File: src/rtl/i2c_byte_master.sv
module i2c_byte_master #(
  parameter int DIV_W = 16,
  parameter int NBITS = 8
) (
  input  logic             clk,
  input  logic             rst,
  input  logic             enable,
  input  logic [DIV_W-1:0] divider,
  input  logic             req_start,
  input  logic             req_stop,
  input  logic             req_read,
  input  logic             req_write,
  input  logic             ack_level,
  input  logic [NBITS-1:0] tx_byte,
  input  logic             scl_in,
  input  logic             sda_in,
  output logic             scl_out,
  output logic             scl_hiz,
  output logic             sda_out,
  output logic             sda_hiz,
  output logic [NBITS-1:0] rx_byte,
  output logic             slave_ack,
  output logic             done,
  output logic             bus_busy,
  output logic             arb_lost
);
  localparam int IDX_W = (NBITS > 1) ? $clog2(NBITS) : 1;

  typedef enum logic [2:0] {ST_IDLE, ST_START, ST_DATA, ST_ACK, ST_STOP} step_t;

  step_t            step, after_step;
  logic [2:0]       phase;
  logic [DIV_W-1:0] cnt;
  logic [DIV_W:0]   cnt_inc;
  logic [IDX_W-1:0] idx;
  logic [NBITS-1:0] shreg;
  logic             rd_q, xfer_q, stop_q, ack_q, smp;
  logic             scl_m, scl_s, sda_m, sda_s, sda_p;
  logic             scl_t, sda_t;

  assign scl_out = 1'b0;
  assign sda_out = 1'b0;
  assign rx_byte = shreg;

  wire start_det = scl_s & sda_p & ~sda_s;
  wire stop_det  = scl_s & ~sda_p & sda_s;
  wire stalled   = scl_hiz & ~scl_s;
  assign cnt_inc = {1'b0, cnt} + 1'b1;
  wire at_end    = cnt_inc >= {1'b0, divider};
  wire tick      = (step != ST_IDLE) & at_end & ~stalled;
  wire launch    = enable & (step == ST_IDLE) & ~done &
                   (req_start | req_stop | req_read | req_write);
  wire drive_one = ((step == ST_DATA) & ~rd_q & shreg[NBITS-1]) |
                   ((step == ST_ACK) & rd_q & ack_q);
  wire lost_sda  = tick & (phase == 3'd2) & drive_one & ~sda_s;
  wire lost_stop = stop_det & (step != ST_IDLE) & (step != ST_STOP);
  wire lost      = lost_sda | lost_stop;

  always_comb begin
    case (step)
      ST_START: after_step = xfer_q ? ST_DATA : (stop_q ? ST_STOP : ST_IDLE);
      ST_DATA:  after_step = (idx == '0) ? ST_ACK : ST_DATA;
      ST_ACK:   after_step = stop_q ? ST_STOP : ST_IDLE;
      default:  after_step = ST_IDLE;
    endcase
  end

  always_comb begin
    scl_t = scl_hiz;
    sda_t = sda_hiz;
    case (step)
      ST_START: begin
        scl_t = (phase == 3'd0) ? scl_hiz : (phase != 3'd4);
        sda_t = (phase < 3'd2);
      end
      ST_DATA: begin
        scl_t = phase inside {3'd1, 3'd2, 3'd3};
        sda_t = rd_q | shreg[NBITS-1];
      end
      ST_ACK: begin
        scl_t = phase inside {3'd1, 3'd2, 3'd3};
        sda_t = rd_q ? ack_q : 1'b1;
      end
      ST_STOP: begin
        scl_t = (phase != 3'd0);
        sda_t = (phase >= 3'd3);
      end
      default: ;
    endcase
  end

  always_ff @(posedge clk) begin
    if (rst) begin
      scl_m <= 1'b1; scl_s <= 1'b1; sda_m <= 1'b1; sda_s <= 1'b1; sda_p <= 1'b1;
      step <= ST_IDLE; phase <= '0; cnt <= '0; idx <= '0; shreg <= '0;
      rd_q <= 1'b0; xfer_q <= 1'b0; stop_q <= 1'b0; ack_q <= 1'b0; smp <= 1'b0;
      scl_hiz <= 1'b1; sda_hiz <= 1'b1;
      slave_ack <= 1'b0; done <= 1'b0; bus_busy <= 1'b0; arb_lost <= 1'b0;
    end else begin
      scl_m <= scl_in; scl_s <= scl_m;
      sda_m <= sda_in; sda_s <= sda_m; sda_p <= sda_s;
      if (start_det)     bus_busy <= 1'b1;
      else if (stop_det) bus_busy <= 1'b0;
      done <= 1'b0;
      if (!enable) begin
        step <= ST_IDLE; phase <= '0; cnt <= '0;
        scl_hiz <= 1'b1; sda_hiz <= 1'b1;
      end else if (lost) begin
        step <= ST_IDLE; phase <= '0; cnt <= '0;
        scl_hiz <= 1'b1; sda_hiz <= 1'b1;
        done <= 1'b1; arb_lost <= 1'b1;
      end else if (launch) begin
        step   <= req_start ? ST_START : ((req_read | req_write) ? ST_DATA : ST_STOP);
        phase  <= '0; cnt <= '0;
        idx    <= IDX_W'(NBITS - 1);
        shreg  <= tx_byte;
        rd_q   <= req_read;
        xfer_q <= req_read | req_write;
        stop_q <= req_stop;
        ack_q  <= ack_level;
        arb_lost <= 1'b0;
      end else if (step != ST_IDLE) begin
        scl_hiz <= scl_t;
        sda_hiz <= sda_t;
        if (tick) begin
          cnt <= '0;
          if (phase == 3'd2) begin
            smp <= sda_s;
            if (step == ST_ACK) slave_ack <= ~sda_s;
          end
          if (phase == 3'd4) begin
            phase <= '0;
            if (step == ST_DATA) begin
              shreg <= {shreg[NBITS-2:0], smp};
              idx   <= idx - 1'b1;
            end
            step <= after_step;
            if (after_step == ST_IDLE) done <= 1'b1;
          end else begin
            phase <= phase + 3'd1;
          end
        end else if (!at_end) begin
          cnt <= cnt + 1'b1;
        end
      end
    end
  end


  done_pulse_chk: assert property (@(posedge clk) disable iff (rst)
    done |=> !done);


  disabled_release_chk: assert property (@(posedge clk) disable iff (rst)
    !enable |=> (scl_hiz && sda_hiz));


  arb_done_chk: assert property (@(posedge clk) disable iff (rst)
    $rose(arb_lost) |-> done);


  busy_set_chk: assert property (@(posedge clk) disable iff (rst)
    start_det |=> bus_busy);


  busy_clr_chk: assert property (@(posedge clk) disable iff (rst)
    stop_det |=> !bus_busy);


  stretch_hold_chk: assert property (@(posedge clk) disable iff (rst)
    (enable && step != ST_IDLE && stalled && !lost) |=> $stable(phase));

endmodule

File: config.mk
export PLATFORM = sky130hd
export DESIGN_NAME = i2c_byte_master
export DESIGN_NICKNAME = d
export VERILOG_FILES = /design/src/rtl/i2c_byte_master.sv
export SDC_FILE = /design/constraint.sdc
export NUM_CORES = 1
export LEC_CHECK = 0
export ABC_AREA = 1
export BUFFER_PORTS_ARGS = -buffer_cell sky130_fd_sc_hd__buf_2
export CAP_MARGIN = 20
export CORE_UTILIZATION = 50
export DETAILED_ROUTE_END_ITERATION = 10
export GPL_ROUTABILITY_DRIVEN = 0
export GPL_TIMING_DRIVEN = 0
export PLACE_DENSITY_LB_ADDON = 0.08
export SYNTH_ARGS = -nofsm -noshare
export SYNTH_HDL_FRONTEND = slang
export SYNTH_SLANG_ARGS = --single-unit
File: constraint.sdc
create_clock -name clk -period 7.2 [get_ports clk]
set_input_delay 1.08 -clock clk [delete_from_list [all_inputs] [get_ports clk]]
set_output_delay 1.08 -clock clk [all_outputs]
set_load 0.005 [all_outputs]
Yosys cells after proc, flatten, opt, wreduce, memory -nomap -nowiden
Index checks and enable logic that the tools add are counted.
{"block": "totals", "wordCells": 141, "register_bits": 49, "output_inout_bits": 16}
{"block": "op_classes", "eq_ne": 12, "mux": 37, "bitwise_logic": 35, "magnitude_cmp": 3, "addsub": 4, "reduce_logical": 29}
{"op": "3-bit two-way mux", "n": 14}
{"op": "8-bit two-way mux", "n": 5}
{"op": "16-bit two-way mux", "n": 2}
{"op": "1-bit bitwise AND", "n": 19}
{"op": "16-bit by 1-bit adder with 17-bit output (second input constant)", "n": 1}
{"op": "17-bit by 16-bit greater-or-equal comparator with 1-bit output", "n": 1}
{"op": "16-bit by 1-bit adder with 16-bit output (second input constant)", "n": 1}
{"op": "1-bit two-way mux", "n": 13}
{"op": "3-bit by 2-bit == test with 1-bit output (second input constant)", "n": 4}
{"op": "3-bit zero test", "n": 4}
{"op": "6-bit AND reduction", "n": 2}
{"op": "2-bit nonzero test", "n": 6}
{"op": "3-bit nonzero test", "n": 4}
{"op": "1-bit NOT", "n": 9}
{"op": "3-bit case mux with 3 select lines", "n": 1}
{"op": "3-bit AND reduction", "n": 3}
{"op": "1-bit bitwise OR", "n": 7}
{"op": "7-bit AND reduction", "n": 1}
{"op": "3-bit by 1-bit == test with 1-bit output (second input constant)", "n": 2}
{"op": "3-bit == test (second input constant)", "n": 2}
{"op": "3-bit inequality test (second input constant)", "n": 2}
{"op": "2-bit AND reduction", "n": 3}
{"op": "1-bit case mux with 4 select lines", "n": 1}
{"op": "4-bit AND reduction", "n": 1}
{"op": "other kinds (11)", "n": 12}

Depth between registers and ports, before layout
Gate-level depths: netlist of the first run.
{"block": "logic_depth", "ltp_word": 10, "mapped_depth": 24, "mapped_depth_nobuf": 24}

Worst setup path before layout of the first run
Ideal clock, no wire load.
{"block": "synth_path", "path_kind": "register to register", "start": "reg cnt[0]", "end": "reg cnt[11]", "setup_slack_ns": 4.333, "period_less_slack_ns": 2.867, "arrival_time_ns": 2.797, "stages_incl_launch_ff": 23, "required_time_ns": 7.130, "setup_time_ns": 0.070, "cell_sequence": "dfxtp_1 ha_1 nand2_1 nor2_2 nand3_1 nor2_1 nand2_1 xor2_1 ha_1 nand2_1 inv_1 nand2_1 nor2_1 nand2_1 nand3_1 nor2_2 nand2_4 nand4_1 nand2_1 nor2_2 nand2_2 buf_2 a21oi_1"}
{"block": "synth_via", "elab_chain_cells": 9}
{"element": "start, declared", "line": "33", "text": "logic [DIV_W-1:0] cnt;"}
{"element": "start signal, assigned", "line": "143", "text": "cnt <= cnt + 1'b1;"}
{"element": "16-bit by 1-bit adder with 17-bit output", "line": "48", "text": "assign cnt_inc = {1'b0, cnt} + 1'b1;"}
{"element": "17-bit by 16-bit greater-or-equal comparator with 1-bit output", "line": "49", "text": "wire at_end = cnt_inc >= {1'b0, divider};"}
{"element": "1-bit bitwise AND (2 in series)", "line": "50", "text": "wire tick = (step != ST_IDLE) & at_end & ~stalled;"}
{"element": "1-bit bitwise AND (3 in series)", "line": "55", "text": "wire lost_sda = tick & (phase == 3'd2) & drive_one & ~sda_s;"}
{"element": "1-bit bitwise OR", "line": "57", "text": "wire lost = lost_sda | lost_stop;"}
{"element": "4-bit OR reduction (no source line)"}
Parallel ways exist; a longest one is shown, timed or not. The select of a mux whose other input is x is not followed.
A chain may end at the register's enable or synchronous reset.

Worst setup path in the final report of the first run
{"block": "layout_path", "start": "reg cnt[0]", "end": "reg cnt[15]"}
The elaborated chain is that of the path after synthesis.

==> impl_metrics.yaml, run 1 <==
clock_network:
  cts_buffers: 5
  post_cts_buffers: 0
  insertion_delay_ps: 300
  ctsHoldBuffers: 0
  cts_tree: "yes"
  cts_max_path_buffers: 2
  cts_max_level: 2
  cts.sinks: 49
  cts_resized: 0
  root_buffer: "clkbuf_8"
  clk_transition_reported_paths_ps: 90
logic_synthesis:
  synth_most_common_cell: "nand2_1"
  synth-edff-count: 0
  yosys.area.top_type: "dfxtp_1"
  synthArstFlopShare_pct: 0
  synthTopCellsByCount: "nand2_1, inv_1, dfxtp_1, nor2_1, a21oi_1"
  synth_area_leaders: "dfxtp_1, nand2_1, ha_1"
  synthCells: 459
  avgSynthCellArea_um2: 6.74
  synth_top_area_share_pct: 31.7
  syn_area_um2: 3090
  synthDistinctLibCells: 38
  ys_seq_elements: 49
  ys_warn_count: 0
  synth_flop_cell: "dfxtp_1"
  ys_seq_area_share_pct: 31.7
detailed_routing:
  m1WireLength_um: 3140
  wire_per_inst_um: 11.7
  drt_iter0_markers: 97
  viasPerCell: 5.02
  wl_met3_um: 213
  wl_met2_um: 3460
  drt-pass1-iter-count: 4
  wl_um: 6880
  highest_layer: "met4"
  vias: 2956
  route.detailed.drc: 0
  drtAntennaViolNets: 0
sta:
  hold_viol_final: 0
  finalSetupViolCount: 0
  fmax_mhz: 281
  relSlewSlack_pct: 47.8
  fin_crit_ps: 3550
  slew_viol_final: 0
  finalSetupTns_ps: 0
  max_slew.worst_pin.slew_ps: 780
  rsz0062_at_grt: "false"
  fin_worst_skew_ps: 6.28
  period_share_pct: 49.4
floorplan:
  dieArea_um2: 6510
  start_util_pct: 52.0
  std_cell_rows: 28
  ioPinCount: 50
  die_w_um: 80.7
  core-area_um2: 5960
  die_h_um: 80.7
global_routing:
  grt_pass1_wl_um: 11800
  grt_overflow: 0
  antenna_found_initial: 0
  grt_max_degree: 15
  grtUsageTotal_pct: 23.2
  grt_pass1_vias: 2720
setup_path:
  cp-start-kind: "flop"
  slowest_stage: "dfxtp_1"
  critPathCaptureType: "flop"
  path_depth: 21
  crit_family: "simple AND/OR/NAND/NOR gates"
  rrSetupSlack_ps: 3650
  r2r-end: "cnt[15]"
  path_buf_inv: 2
  cp-startpoint: "cnt[0]"
  arrival_ps: 3800
  cp-endpoint: "cnt[15]"
  crit_top_cell: "nand2_1"
  ff2ff_path_depth: 21
  crit_required_ps: 7440
  max_stage_delay_ps: 420
  crit_fanout: 10
  reg2reg_from: "cnt[0]"
  criticalPathCategory: "reg2reg"
  path_cells: "nand3_1, nor2_1, nand2_1, nor3_1, nand4_1, xnor2_1, ha_1, nand2_1, inv_1, nand2_1, nor2_1, nand2_1, nand3_1, nor2_2, nand2_4, nand4_1, nand2_1, nor2_2, nand2_2, buf_2, a21oi_1"
placement:
  hpwl_um: 5450
  dp_cells: 582
  port_buffers: 47
final_layout:
  drive_gt1_share_pct: 15.8
  fin_nets: 572
  final_cells: 589
  antennaDiodeCount: 0
  area.growth.synth_to_final_pct: 14.1
power:
  p_leak_nw: 1.85
  power_per_cell_area_nw_per_um2: 155
  ir_worst_vdd_uv: 119
job:
  maxCapViolCount: 0
outcome:
  status: "completed"
hold_path:
  min-delay-path-class: "reg2reg"
## cell type report
class,instances,area [µm²]
inverters,75,282
repair buffers,47,235
multi-input cells,325,1780
well taps,75,93.8
plain buffers,11,60.1
fillers,612,2420
clock buffers,5,68.8
clock inverters,2,35.0
flip-flops and latches,49,981
## worst min-delay path by stage
stage | start | cells after the start | endpoint
3_3_place_gp | sda_m | 1 | sda_s
2_1_floorplan | scl_m | 1 | scl_s
3_5_place_dp | scl_m | 1 | scl_s
4_1_cts | scl_m | 1 | scl_s
6_report | scl_m | 1 | scl_s
5_1_grt | scl_m | 1 | scl_s
## report_power, final
part	switching, mW	internal [mW]
logic	0.0424	0.0267
clock network	0.0922	0.101
registers	0.00510	0.278
total	0.140	0.406
## cells by family after synthesis
group / after synthesis / share of synthesized area, %
xor+xnor: 15 / 4.25
mux: 1 / 0.364
fa+ha+maj: 24 / 9.70
other cells: 1 / 0.121
compound gates: 68 / 12.5
buf+inv: 86 / 11.0
flops: 49 / 31.7
simple gates: 215 / 30.3
## worst register-to-register path, delay by kind of cell, from the launching register on
kind            cells  cell delay, ps
simple gates       16            2110
flops               1             420
fa+ha+maj           1             310
buf+inv             2             290
xor+xnor            1             250
compound gates      1             120
## placed cells by master (no fill, tap or decap), drive strengths merged
| cell type | n |
|---|---|
| o32ai | 1 |
| bufinv | 1 |
| nor2 | 55 |
| dfxtp | 49 |
| xor2 | 10 |
| nand3 | 30 |
| nor3 | 3 |
| ha | 24 |
| a21oi | 32 |
| o211ai | 2 |
| xnor2 | 5 |
| o21a | 1 |
| a41oi | 1 |
| conb | 2 |
| inv | 75 |
| o311ai | 1 |
| clkinv | 1 |
| nand4 | 7 |
| nor4 | 1 |
| buf | 53 |
| o22ai | 1 |
| or2 | 4 |
| clkbuf | 10 |
| o21ai | 27 |
| nand3b | 1 |
| a21o | 1 |
| nand2 | 114 |
| a32o | 1 |
| mux2 | 1 |
## flip-flops by register name, summed over array words and instances, names as in the netlist
signal     count
done           1
sda_p          1
step           3
sda_m          1
arb_lost       1
bus_busy       1
scl_s          1
phase          3
scl_hiz        1
smp            1
xfer_q         1
sda_s          1
rd_q           1
slave_ack      1
stop_q         1
idx            3
scl_m          1
cnt           16
ack_q          1
rx_byte        8
sda_hiz        1
## per-layer routing
layer	vias to the layer above	track usage (%)
met2	53	43.3
met3	7	3.41
met1	1332	27.6
li1	1564	-
met4	0	5.36
met5	-	0
## through the flow
| stage | power (mW) | hold WS [ps] | util, % | instance area, µm² | setup slack, ps |
|---|---|---|---|---|---|
| floorplan | 0.334 | 389 | - | 3100 | 4330 |
| global placement | 0.357 | 396 | 57.5 | 3430 | 3670 |
| detailed placement | 0.359 | 402 | 57.5 | 3430 | 3650 |
| CTS | 0.549 | 424 | 59.3 | 3530 | 3620 |
| global route | 0.574 | 430 | 59.3 | 3530 | 3230 |
| finish | 0.546 | 420 | 59.3 | 3530 | 3650 |
(Power assumes the default switching activity.)
==> run 2, diff against run 1 <==
==> constraint.sdc (replaced) <==
create_clock -name clk -period 3.25 [get_ports clk]
set_input_delay 0.4875 -clock clk [delete_from_list [all_inputs] [get_ports clk]]
set_output_delay 0.4875 -clock clk [all_outputs]
set_load 0.005 [all_outputs]
==> impl_metrics.yaml, run 2 (synthesis results as in run 1) <==
detailed_routing:
  viasPerCell: 5.06
  route.detailed.drc: 0
  drt_iter0_markers: 148
  wl_um: 7520
  drt-pass1-iter-count: 4
  wire_per_inst_um: 12.4
  vias: 3068
  drtAntennaViolNets: 0
global_routing:
  grt_pass1_vias: 2718
  antenna_found_initial: 0
  grt_max_degree: 15
  grt_pass1_wl_um: 11900
  grt_overflow: 0
  grtUsageTotal_pct: 23.3
sta:
  fin_crit_ps: 3140
  hold_viol_final: 0
  worst_slack_ps: 109
  rsz0062_at_grt: "true"
  relSlewSlack_pct: 41.7
  fin_worst_skew_ps: 8.28
  fmax_mhz: 318
  finalSetupViolCount: 0
  period_share_pct: 96.6
  slew_viol_final: 0
  max_slew.worst_pin.slew_ps: 870
setup_path:
  critPathCaptureType: "flop"
  cp-start-kind: "flop"
  path_cells: "nand3_4, nor2_4, nand2_4, nor3_4, nand4_1, xnor2_2, ha_1, nand2_1, inv_1, nand2_1, nor2_1, nand2_1, nand3_2, nor2_4, nand2_4, nand2_8, o21ai_4, nand2_2, nor2_4, buf_6, o21ai_1, nor2_1"
  crit_required_ps: 3500
  crit_family: "simple AND/OR/NAND/NOR gates"
  arrival_ps: 3390
  max_stage_delay_ps: 400
  rrSetupSlack_ps: 110
  criticalPathCategory: "reg2reg"
  crit_fanout: 6
  slowest_stage: "dfxtp_4"
  reg2reg_from: "cnt[0]"
  path_buf_inv: 2
  r2r-end: "rx_byte[6]"
  ff2ff_path_depth: 22
final_layout:
  largest_register: "cnt"
  area.growth.synth_to_final_pct: 28.6
  final_cell_mix: "nand2_1, inv_1, buf_2"
  fin_nets: 589
  postLayoutCellArea_um2: 3980
  drive_gt1_share_pct: 26.9
  antennaDiodeCount: 0
  layout_commonest_cell: "nand2_1"
  largest_reg_flops: 16
clock_network:
  clk_transition_reported_paths_ps: 90
  cts.sinks: 49
  cts_buffers: 5
  cts_tree: "yes"
  cts_max_path_buffers: 2
  insertion_delay_ps: 310
  cts_max_level: 2
  root_buffer: "clkbuf_8"
placement:
  port_buffers: 47
  place_area_um2: 3430
  hpwl_um: 5450
  post-place-ws_ps: -300
floorplan:
  die_h_um: 80.7
  core-area_um2: 5960
  std_cell_rows: 28
  start_util_pct: 52.0
  ioPinCount: 50
  dieArea_um2: 6510
  die_w_um: 80.7
job:
  maxCapViolCount: 0
power:
  power_per_cell_area_nw_per_um2: 309
  p_leak_nw: 2.04
  ir_worst_vdd_uv: 263
hold_path:
  min_from: "scl_in"
  hold_path_depth: 2
  min-delay-path-class: "in2reg"
  holdPathEnd: "scl_m"
outcome:
  status: "completed"
## run 2: changes by cell type in the layout (fill, tap and decap cells not counted), sizes merged
cell	change
inv	-1
clkbuf	+1
clkinvlp	+1
buf	+16
## run 2: metrics by stage
step | instances | utilization (%) | total power, mW | hold slack (ps) | TNS (ps)
detailed placement | 582 | 57.5 | 0.795 | 402 | -6650
global placement | 582 | 57.5 | 0.790 | 396 | -5420
CTS | 590 | 60.2 | 1.22 | 355 | 0
floorplan | 460 | - | 0.739 | 389 | 0
finish | 606 | 66.8 | 1.23 | 358 | 0
global route | 606 | 66.8 | 1.29 | 360 | -1600
## run 2: worst reg2reg max path: cells and delay by family, from the launching register on
kind | cells | cell delay, ps
xor gates and xnor gates | 1 | 180
AOI/OAI and AO/OA | 2 | 250
and+or+nand+nor | 16 | 1700
buffers and inverters | 2 | 220
DFF | 1 | 400
adders and majority gates | 1 | 320
## run 2: how the worst max path moves through the flow
| stage | start | end | slack (ps) | depth (start not counted) |
|---|---|---|---|---|
| floorplan | cnt[0] | cnt[11] | 380 | 22 |
| finish | cnt[0] | rx_byte[6] | 110 | 22 |
| CTS | cnt[2] | rx_byte[6] | 6 | 18 |
| global placement | cnt[0] | cnt[13] | -280 | 21 |
| global route | cnt[0] | rx_byte[3] | -100 | 22 |
| detailed placement | cnt[0] | cnt[15] | -300 | 21 |
## run 2: final cells by class
cell class              instances  area [µm²]
plain buffers                  10        67.6
clock buffers                   5        68.8
clock inverters                 2        35.0
fillers                       548        1980
inverters                      75         288
multi-input cells             325        2020
flip-flops and latches         49        1000
well taps                      75        93.8
repair buffers                 65         404
## run 2: where the power goes
part | switching, mW | internal, mW
clock network | 0.206 | 0.224
registers | 0.0116 | 0.612
logic | 0.104 | 0.0732
total | 0.321 | 0.910
## run 2: timing repair
action	4_1_cts	5_1_grt
setup endpoints to repair	32	38
resized for setup	12	65
cloned	0	2
hold buffers	0	0
pin swaps	1	29
buffers inserted	1	15
## run 2: metal layers
layer	routed length [µm]	track usage (%)	part of all wire (%)
met1	3210	27.9	43
met2	3960	43.3	53
met5	0	0	0
met3	235	3.41	3.1
met4	110	5.36	1.5
==> run 3, diff against run 2 <==
--- a/config.mk
+++ b/config.mk
@@ -8,7 +8,9 @@
 export ABC_AREA = 1
 export BUFFER_PORTS_ARGS = -buffer_cell sky130_fd_sc_hd__buf_2
 export CAP_MARGIN = 20
+export CORE_MARGIN = 5
 export CORE_UTILIZATION = 50
+export CTS_BUF_LIST = sky130_fd_sc_hd__clkbuf_8
 export DETAILED_ROUTE_END_ITERATION = 10
 export GPL_ROUTABILITY_DRIVEN = 0
 export GPL_TIMING_DRIVEN = 0
==> impl_metrics.yaml, run 3 (synthesis results as in run 1) <==
detailed_routing:
  route.detailed.drc: 0
  wl_um: 7210
  drt_iter0_markers: 89
  vias: 3006
  drtAntennaViolNets: 0
  wire_per_inst_um: 11.8
  drt-pass1-iter-count: 4
  viasPerCell: 4.94
floorplan:
  dieArea_um2: 7860
  die_w_um: 88.7
  start_util_pct: 52.0
  std_cell_rows: 28
  ioPinCount: 50
  die_h_um: 88.7
  core-area_um2: 5960
setup_path:
  reg2reg_from: "cnt[0]"
  r2r-end: "rx_byte[6]"
  rrSetupSlack_ps: 140
  cp-start-kind: "flop"
  ff2ff_path_depth: 22
  arrival_ps: 3350
  crit_required_ps: 3490
  critPathCaptureType: "flop"
  criticalPathCategory: "reg2reg"
  crit_fanout: 6
sta:
  max_slew.worst_pin.slew_ps: 815
  relSlewSlack_pct: 45.4
  hold_viol_final: 0
  worst_slack_ps: 142
  fin_crit_ps: 3110
  period_share_pct: 95.6
  finalSetupViolCount: 0
  fmax_mhz: 322
  rsz0062_at_grt: "true"
  slew_viol_final: 0
  fin_worst_skew_ps: 7.73
power:
  p_leak_nw: 2.02
  ir_worst_vdd_uv: 266
  power_per_cell_area_nw_per_um2: 318
final_layout:
  final_cell_mix: "nand2_1, inv_1, buf_2"
  largest_register: "cnt"
  fill_cells: 550
  finish.utilization_pct: 66.8
  area.growth.synth_to_final_pct: 28.5
  layout_commonest_cell: "nand2_1"
  antennaDiodeCount: 0
  drive_gt1_share_pct: 27.5
  largest_reg_flops: 16
  fin_nets: 591
global_routing:
  grt_pass1_wl_um: 11800
  grtUsageTotal_pct: 18.6
  grt_overflow: 0
  grt_pass1_vias: 2808
  antenna_found_initial: 0
  grt_max_degree: 16
placement:
  post-place-ws_ps: -352
  hpwl_um: 5400
  port_buffers: 47
clock_network:
  insertion_delay_ps: 310
  ctsHoldBuffers: 0
  cts_max_path_buffers: 2
  clk_transition_reported_paths_ps: 90
  cts_buffers: 5
  root_buffer: "clkbuf_8"
  cts_tree: "yes"
  cts.sinks: 49
  cts_max_level: 2
outcome:
  status: "completed"
hold_path:
  min-delay-path-class: "in2reg"
  min_from: "scl_in"
  holdPathEnd: "scl_m"
  hold_path_depth: 2
job:
  maxCapViolCount: 0
## run 3: area by class of cell
cell class / count / area, µm² / area share [%]
Multi-Input combinational cell: 325 / 2000 / 50.2
Sequential cell: 49 / 995 / 25.0
Timing Repair Buffer: 66 / 412 / 10.3
Inverter: 75 / 284 / 7.14
Tap cell: 75 / 93.8 / 2.36
Clock buffer: 6 / 82.6 / 2.08
Buffer: 11 / 75.1 / 1.89
Clock inverter: 2 / 37.5 / 0.944
## run 3: worst max path at each step
stage	startpoint	end	slack [ps]	depth (start not counted)
after floorplan	cnt[0]	cnt[11]	380	22
after CTS	cnt[0]	cnt[14]	8	22
after detailed placement	cnt[0]	cnt[14]	-350	21
after global routing	cnt[0]	rx_byte[1]	-70	22
final	cnt[0]	rx_byte[6]	140	22
after global placement	cnt[0]	cnt[13]	-280	21
## run 3: per-stage QoR
step	setup TNS [ps]	total power, mW	hold slack (ps)	cell area [µm²]	cells
4_1_cts	0	1.25	349	3610	594
2_1_floorplan	0	0.739	389	3100	460
3_3_place_gp	-5220	0.790	396	3430	582
6_report	0	1.26	355	3980	609
5_1_grt	-756	1.33	349	3980	609
3_5_place_dp	-7100	0.793	402	3430	582
## run 3: critical path, stage by stage, from the launching register on
cell and delay [ps]:
dfxtp_4 390, ha_4 140, nand2_2 60, nor2_4 160, nand3_2 120, nor2_4 140
nand2_2 70, xor2_2 150, ha_1 330, nand2_2 120, inv_2 40, nand2_2 50
nor2_1 40, nand2_1 60, nand3_2 90, nor2_4 150, nand2_4 80, nand4_1 140
nand3_2 130, nor2_4 210, buf_4 180, o21ai_1 60, nor2_1 90
## run 3: repair_timing
item	CTS	global route
setup buffers	4	13
gates resized for setup	11	57
pin swaps	4	27
setup endpoints to repair	35	37
gates cloned	0	2
## run 3: report_power, final
| group | internal (mW) | leakage (nW) | switching (mW) | total (mW) |
|---|---|---|---|---|
| clock network | 0.250 | 0.0574 | 0.211 | 0.462 |
| registers | 0.615 | 0.402 | 0.0109 | 0.626 |
| logic | 0.0740 | 1.56 | 0.102 | 0.176 |
## run 3: layer usage
| metal | wire, µm | part of all wire, % | GRT usage [%] |
|---|---|---|---|
| met1 | 3190 | 44 | 22.1 |
| met2 | 3600 | 50 | 34.4 |
| met3 | 294 | 4.1 | 2.70 |
| met4 | 125 | 1.7 | 5.36 |
| met5 | 0 | 0 | 0 |
